File: src/rtl/pwm_cmp_timer.sv
module pwm_cmp_timer #(
  parameter int W = 16
) (
  input  logic         clk,
  input  logic         rst_n,
  input  logic         tick,
  input  logic         cnt_we,
  input  logic [W-1:0] cnt_wdata,
  input  logic [3:0]   cmp_we,
  input  logic [W-1:0] cmp_wdata,
  input  logic [3:0]   act_we,
  input  logic [2:0]   act_wdata,
  input  logic         cfg_we,
  input  logic         cfg_mode,
  input  logic [1:0]   cfg_clr_sel,
  output logic [3:0]   pwm_out
);
  localparam int NREG = 4;

  logic [W-1:0] cnt;
  logic [W-1:0] cmp [NREG];
  logic [2:0]   act [NREG];
  logic         mode_q;
  logic [1:0]   sel_q;
  logic [3:0]   out_q, out_n;
  logic [3:0]   hit;
  logic [3:0]   ini_n;
  logic         clr_hit;
  logic         reinit;

  function automatic logic apply(input logic lv, input logic [1:0] a);
    case (a)
      2'b01:   return 1'b0;
      2'b10:   return 1'b1;
      2'b11:   return ~lv;
      default: return lv;
    endcase
  endfunction

  function automatic logic [3:0] init_vec(input logic m, input logic [1:0] s, input logic [3:0] ini);
    logic [3:0] v;
    if (!m) v = {1'b0, ini[2], 1'b0, ini[0]};
    else begin
      v = ini;
      v[s] = 1'b0;
    end
    return v;
  endfunction

  for (genvar g = 0; g < NREG; g++) begin : g_reg
    assign hit[g]   = tick && !cnt_we && (cnt == cmp[g]);
    assign ini_n[g] = act_we[g] ? act_wdata[2] : act[g][2];

    always_ff @(posedge clk or negedge rst_n) begin
      if (!rst_n) begin
        cmp[g] <= '0;
        act[g] <= '0;
      end else begin
        if (cmp_we[g]) cmp[g] <= cmp_wdata;
        if (act_we[g]) act[g] <= act_wdata;
      end
    end
  end

  assign clr_hit = hit[sel_q];
  assign reinit  = cfg_we || (act_we != '0);
  assign pwm_out = out_q;

  always_comb begin
    out_n = out_q;
    if (reinit) begin
      out_n = init_vec(cfg_we ? cfg_mode : mode_q, cfg_we ? cfg_clr_sel : sel_q, ini_n);
    end else if (!mode_q) begin
      if (cmp[0] != cmp[1]) begin
        if (hit[0]) out_n[0] = apply(out_q[0], act[0][1:0]);
        if (hit[1]) out_n[0] = apply(out_q[0], act[1][1:0]);
      end
      if (cmp[2] != cmp[3]) begin
        if (hit[2]) out_n[2] = apply(out_q[2], act[2][1:0]);
        if (hit[3]) out_n[2] = apply(out_q[2], act[3][1:0]);
      end
      out_n[1] = 1'b0;
      out_n[3] = 1'b0;
    end else if (clr_hit) begin
      out_n = init_vec(1'b1, sel_q, {act[3][2], act[2][2], act[1][2], act[0][2]});
    end else begin
      for (int i = 0; i < NREG; i++)
        if (hit[i] && (cmp[i] != cmp[sel_q])) out_n[i] = apply(out_q[i], act[i][1:0]);
      out_n[sel_q] = 1'b0;
    end
  end

  always_ff @(posedge clk or negedge rst_n) begin
    if (!rst_n) begin
      cnt    <= '0;
      mode_q <= 1'b0;
      sel_q  <= '0;
      out_q  <= '0;
    end else begin
      if (cnt_we)       cnt <= cnt_wdata;
      else if (clr_hit) cnt <= '0;
      else if (tick)    cnt <= cnt + 1'b1;
      if (cfg_we) begin
        mode_q <= cfg_mode;
        sel_q  <= cfg_clr_sel;
      end
      out_q <= out_n;
    end
  end

  p_reset_low_r1: assert property (@(posedge clk) !rst_n |-> (pwm_out == 4'b0000));

  p_hold_idle_r2: assert property (@(posedge clk) disable iff (!rst_n)
    (!tick && !cnt_we && !cfg_we && act_we == 4'b0000) |=> (cnt == $past(cnt) && pwm_out == $past(pwm_out)));

  p_clear_zero_r4: assert property (@(posedge clk) disable iff (!rst_n)
    clr_hit |=> (cnt == '0));

  p_pair_equal_r7: assert property (@(posedge clk) disable iff (!rst_n)
    (!mode_q && !cfg_we && act_we == 4'b0000 && cmp[0] == cmp[1]) |=> (pwm_out[0] == $past(pwm_out[0])));

  p_wrap_keep_r12: assert property (@(posedge clk) disable iff (!rst_n)
    (tick && !cnt_we && &cnt && hit == 4'b0000 && !cfg_we && act_we == 4'b0000)
      |=> (cnt == '0 && pwm_out == $past(pwm_out)));

  for (genvar g = 0; g < NREG; g++) begin : g_chk
    p_restore_init_r9: assert property (@(posedge clk) disable iff (!rst_n)
      (mode_q && clr_hit && !cfg_we && act_we == 4'b0000 && sel_q != 2'(g))
        |=> (pwm_out[g] == $past(act[g][2])));
  end
endmodule

File: config.mk
export PLATFORM = sky130hd
export DESIGN_NAME = pwm_cmp_timer
export DESIGN_NICKNAME = d
export VERILOG_FILES = /design/src/rtl/pwm_cmp_timer.sv
export SDC_FILE = /design/constraint.sdc
export NUM_CORES = 1
export LEC_CHECK = 0
export BUFFER_PORTS_ARGS = -buffer_cell sky130_fd_sc_hd__buf_2
export CAP_MARGIN = 25
export CORE_ASPECT_RATIO = 1.4
export CORE_MARGIN = 2
export CORE_UTILIZATION = 45
export DETAILED_ROUTE_END_ITERATION = 8
export SYNTH_ARGS = -nofsm -noshare
export SYNTH_HDL_FRONTEND = slang
export SYNTH_SLANG_ARGS = --single-unit
File: constraint.sdc
create_clock -name clk -period 3.4 [get_ports clk]
set_input_delay 0.17 -clock clk [delete_from_list [all_inputs] [get_ports clk]]
set_output_delay 0.17 -clock clk [all_outputs]
set_load 0.03 [all_outputs]
Yosys cells after proc, flatten, opt, wreduce, memory -nomap -nowiden:

Cells that the tools add are included.

* add/subtract/negate cells: 1
* order comparisons: 5
* eq/ne operators: 24
* mux-type cells: 50
* bitwise logic cells: 10
* reductions and logical operators: 21

Operators with widths (count)
* 16-bit != test: 6
* 16-bit 2-to-1 mux: 5
* 16-bit == test: 4
* 16-bit binary-select mux with 2-bit select: 1
* 1-bit 2-to-1 mux: 30
* 1-bit one-hot mux with 3 select lines: 6
* 16-bit by 1-bit adder with 16-bit output, second input constant: 1
* 2-bit == test, second input constant: 8
* 4-bit 2-to-1 mux: 4
* 4-bit bitwise AND: 3
* 6-bit by 2-bit != test with 1-bit output, second input constant: 2
* 4-bit nonzero test: 3
* 1-bit logical AND: 11
* 3-bit nonzero test: 3
* 2-bit by 1-bit == test with 1-bit output, second input constant: 4
* 4-bit NOT: 2
* 2-bit by 3-bit < comparator with 1-bit output, second input constant: 2
* 3-bit AND reduction: 2
* 1-bit demux with 2-bit select: 2
* 2-bit by 1-bit greater-or-equal comparator with 1-bit output, second input constant: 2
* 1-bit NOT: 4
* 3-bit greater-or-equal comparator, second input constant: 1
* 2-bit NOT with 3-bit output: 1
* 1-bit binary-select mux with 2-bit select: 1
* 3 further kinds: 3

* register bits after elaboration: 99
* input port bits: 51
* output and inout bits: 4
* logic and storage cells: 125

Logic depth before layout (Yosys ltp):

* word-level depth: 14
* depth in mapped cells: 11

Worst setup path after synthesis:

Ideal clock, no wire load.

* path type: reg-to-reg
* start point: reg cnt[3]
* end point: reg out_q[2], in the netlist pwm_out[2]
* arrival: 2.115 ns
* slack: 1.157 ns
* stages on the path, launching flop included: 10
* clock period less this slack: 2.243 ns
* cells stage by stage: dfrtp_1 -> buf_2 -> xor2_1 -> nor4_1 -> nand2_1 -> nor4_4 -> mux4_2 -> o21ba_1 -> a22oi_1 -> o22ai_1

* word-level cells in the longest chain between the ends: 11
* elaborated cells between the ends (all ways): 24
* those cells by class: eq/ne (5); mux (11); bitwise (1); reduce/logical (7)

RTL lines
* start: declaration: RTL line 20 `logic [W-1:0] cnt;`
* start signal: assignment: RTL line 100 `if (cnt_we) cnt <= cnt_wdata;`
* start signal: assignment: RTL line 102 `else if (tick) cnt <= cnt + 1'b1;`
* 16-bit == test: RTL line 51 `assign hit[g] = tick && !cnt_we && (cnt == cmp[g]);`
* 1-bit logical AND: RTL line 51
* 1-bit logical AND: RTL line 88 `if (hit[i] && (cmp[i] != cmp[sel_q])) out_n[i] = apply(out_q[i], act[i][1:0]);`
* 1-bit 2-to-1 mux: RTL line 88
* 1-bit 2-to-1 mux: RTL line 84 `end else if (clr_hit) begin`
* 1-bit 2-to-1 mux: RTL line 73 `end else if (!mode_q) begin`
* 1-bit 2-to-1 mux: RTL line 71 `if (reinit) begin`
* 4-bit bitwise AND (no source line)
* 4-bit 2-to-1 mux: RTL line 84
* 4-bit 2-to-1 mux: RTL line 73
* 4-bit 2-to-1 mux: RTL line 71
* end signal: assignment: RTL line 107 `out_q <= out_n;`
* end: declaration: RTL line 25 `logic [3:0] out_q, out_n;`

Several ways; a longest one is shown, not always the timed one. The select of a mux whose other input is x is not followed.
A chain may end at the register's enable or synchronous reset.

Worst setup path after layout:

* start point: reg cnt[2]
* end point: reg out_q[2], in the netlist pwm_out[2]

Same word-level chain as after synthesis.

==> results.json <==
{
  "period_share_pct": 89.3,
  "r2r_start": "cnt[2]",
  "ys_warn_count": 0,
  "critPathKind": "reg2reg",
  "synth-seq-area-share_pct": 36.1,
  "rsz0062_at_grt": "no",
  "grt_start_max_net_pins": 72,
  "stdcell_count": 879,
  "worstMarginPinSlew_ns": 0.924,
  "reg2reg_setup_slack_ns": 0.36,
  "fin_worst_skew_ns": 0.00590,
  "holdWs_ns": 0.0202,
  "critPathLaunchType": "flip-flop",
  "die_area_sq_mm": 0.0163,
  "hold_violations": 0,
  "finalNetCount": 739,
  "wl_um": 20000,
  "io-pin-count": 55,
  "row_count": 53,
  "hold_end": "cnt[2]",
  "arrival_ns": 3.31,
  "vias": 5061,
  "grtUsageTotal_pct": 26.2,
  "multi_input_area_sq_mm": 0.00405,
  "cpMaxStageDelayCell": "nor4_1",
  "insertion_delay_ns": 0.35,
  "synth_flop_cell": "dfrtp_1",
  "cts.clk_slew.worst_paths_ns": 0.07,
  "drt_pass1_iterations": 5,
  "synthArstFlopShare_pct": 100,
  "post-route-min-period_ns": 3.04,
  "crit_top_cell": "nor4_1",
  "wl_per_cell_um": 22.7,
  "cts_resized": 0,
  "cts_tree": "yes",
  "die_width_um": 108,
  "ys_ff_latch": 99,
  "clock_path_buffers": 2,
  "p_total_w": 0.00354,
  "port_buffers": 54,
  "outcome": "finished, final reports clean",
  "maxCapViolCount": 0,
  "worst-endpoint-required_ns": 3.67,
  "core-area_sq_mm": 0.0150,
  "max_stage_delay_ns": 0.60,
  "seqCellArea_sq_mm": 0.00248,
  "r2r_cells": 8,
  "final-setup-viol-count": 0,
  "max_freq_mhz": 329,
  "cp_cell_sequence": "xor2_1 -> nor4_1 -> nand2_1 -> nor4_1 -> mux4_2 -> buf_4 -> a22oi_1 -> o22ai_1",
  "grt-ovfl-total": 0,
  "cts_htree_levels": 3,
  "nFillCells": 1437,
  "critPathMaxFanout": 17,
  "clk_root_buffer_cell": "clkbuf_16",
  "p_per_area_mw_per_mm2": 474,
  "synth_fp_nets": 722,
  "cts.sinks": 99,
  "drc_errors": 0,
  "vias_per_cell": 5.76,
  "final_cell_mix": "xnor2_1 (130), dfrtp_1 (98), mux2_2 (70), buf_2 (53), nand2_1 (47)",
  "grt_pass1_wl_um": 31600,
  "antennaDiodeCount": 0,
  "power_leakage_nw": 2.87,
  "drt-initial-drc-count": 291,
  "drive_above_1_share_pct": 23.1,
  "area_growth_pct": 8.68,
  "synth_area_per_cell_sq_um": 10.3,
  "hpwl_um": 15500,
  "cts_setup_buffers": 0,
  "cts_hold_buf": 1,
  "die_h_um": 150,
  "synth-edff-count": 0,
  "synthCells": 666,
  "min-delay-start": "cnt_wdata[2]",
  "timing.setup.tns_ns": 0,
  "slew_headroom_pct": 38.4,
  "cts_buffers": 9,
  "grt_pass1_vias": 5426,
  "end_kind": "flip-flop",
  "hold_path_class": "in2reg",
  "synth.distinct_cells": 55,
  "worst_r2r_endpoint": "pwm_out[2]",
  "vdd_drop_max_mv": 0.209,
  "dp.cells": 863,
  "drv_slew": 0,
  "final_common_cell": "xnor2_1",
  "drtAntennaViolNets": 0,
  "place_congestion": 1.01,
  "start_util_pct": 45.8,
  "netlist_area_sq_mm": 0.00686,
  "holdPathStages": 3,
  "antenna_found_initial": 0
}
==> worst max path at each step <==
stage	startpoint	endpoint	slack (ns)	cells after the start
2_1_floorplan	cnt[3]	pwm_out[2]	1.16	9
3_3_place_gp	cnt[2]	pwm_out[2]	0.52	8
3_5_place_dp	cnt[5]	pwm_out[2]	0.43	8
4_1_cts	cnt[2]	pwm_out[2]	0.41	8
5_1_grt	cnt[2]	pwm_out[2]	0.22	8
6_report	cnt[2]	pwm_out[2]	0.36	8
==> cells in the mapped netlist, types with 6 or more instances <==
| cell | number | area, sq um |
|---|---|---|
| xnor2_1 | 130 | 1140 |
| dfrtp_1 | 99 | 2480 |
| mux2_2 | 70 | 788 |
| nand2_1 | 47 | 176 |
| xor2_1 | 45 | 394 |
| clkbuf_1 | 31 | 116 |
| mux2i_1 | 30 | 300 |
| nor4_1 | 27 | 169 |
| nand4_1 | 23 | 144 |
| buf_2 | 16 | 80.1 |
| o21ai_0 | 16 | 80.1 |
| o31ai_1 | 16 | 120 |
| inv_1 | 15 | 56.3 |
| nor2_1 | 14 | 52.6 |
| nand3_1 | 13 | 65.1 |
| a21oi_1 | 7 | 35.0 |
| mux2i_2 | 6 | 82.6 |
==> report_power, final <==
part / leakage [nW] / internal [W] / switching (W)
combinational: 1.55 / 0.000463 / 0.000457
clock: 0.142 / 0.000587 / 0.000448
sequential: 1.17 / 0.00129 / 0.000288
total: 2.87 / 0.00234 / 0.00119
==> final cells by class <==
type                       instances  area share, %
clock buffer                      11           3.26
tap                              192           3.22
timing repair buffer              60           4.46
inverter                          15          0.755
clock inverter                     4          0.688
sequential                        99           33.2
multi-input combinational        498           54.4
==> flip-flops by register name (all words and copies together) (netlist names) <==
signal / flops
act: 12
sel_q: 2
cmp: 64
cnt: 16
mode_q: 1
pwm_out: 4
==> worst max-delay path, delay by kind of cell (launching register included) <==
kind / cells / cell delay [ns]
and+or+nand+nor: 3 / 1.13
DFF: 1 / 0.55
xor gates and xnor gates: 1 / 0.23
muxes: 1 / 0.48
AOI/OAI and AO/OA: 2 / 0.29
buffers and inverters: 1 / 0.27
==> metrics by stage <==
stage          utilization, %  instance area [sq um]  worst slack [ns]
2_1_floorplan               -                   6860              1.16
3_3_place_gp             47.7                   7150             0.522
3_5_place_dp             47.7                   7150             0.434
4_1_cts                  49.7                   7450             0.410
5_1_grt                  49.7                   7450             0.222
6_report                 49.7                   7450             0.364
==> cells by family (layout without fill, tap and decap cells) <==
logic type               after synthesis  count (layout)  synth area share, %
XOR/XNOR                             175             175                 22.3
flip-flops                            99              99                 36.1
multiplexers                         108             108                 17.7
AO/OA/AOI/OAI                         60              60                 6.13
adder cells (fa/ha/maj)                5               5                0.912
buffers and inverters                 69              90                 4.80
AND/OR/NAND/NOR                      150             150                 12.0
==> metal layers <==
layer	track usage, %	part of all wire [%]	vias up
met3	3.92	3.2	38
met5	0	0	-
met4	11.4	4.2	0
met2	46.6	51	120
li1	-	-	2356
met1	31.0	41	2547
Power figures use the tool's default switching activity.
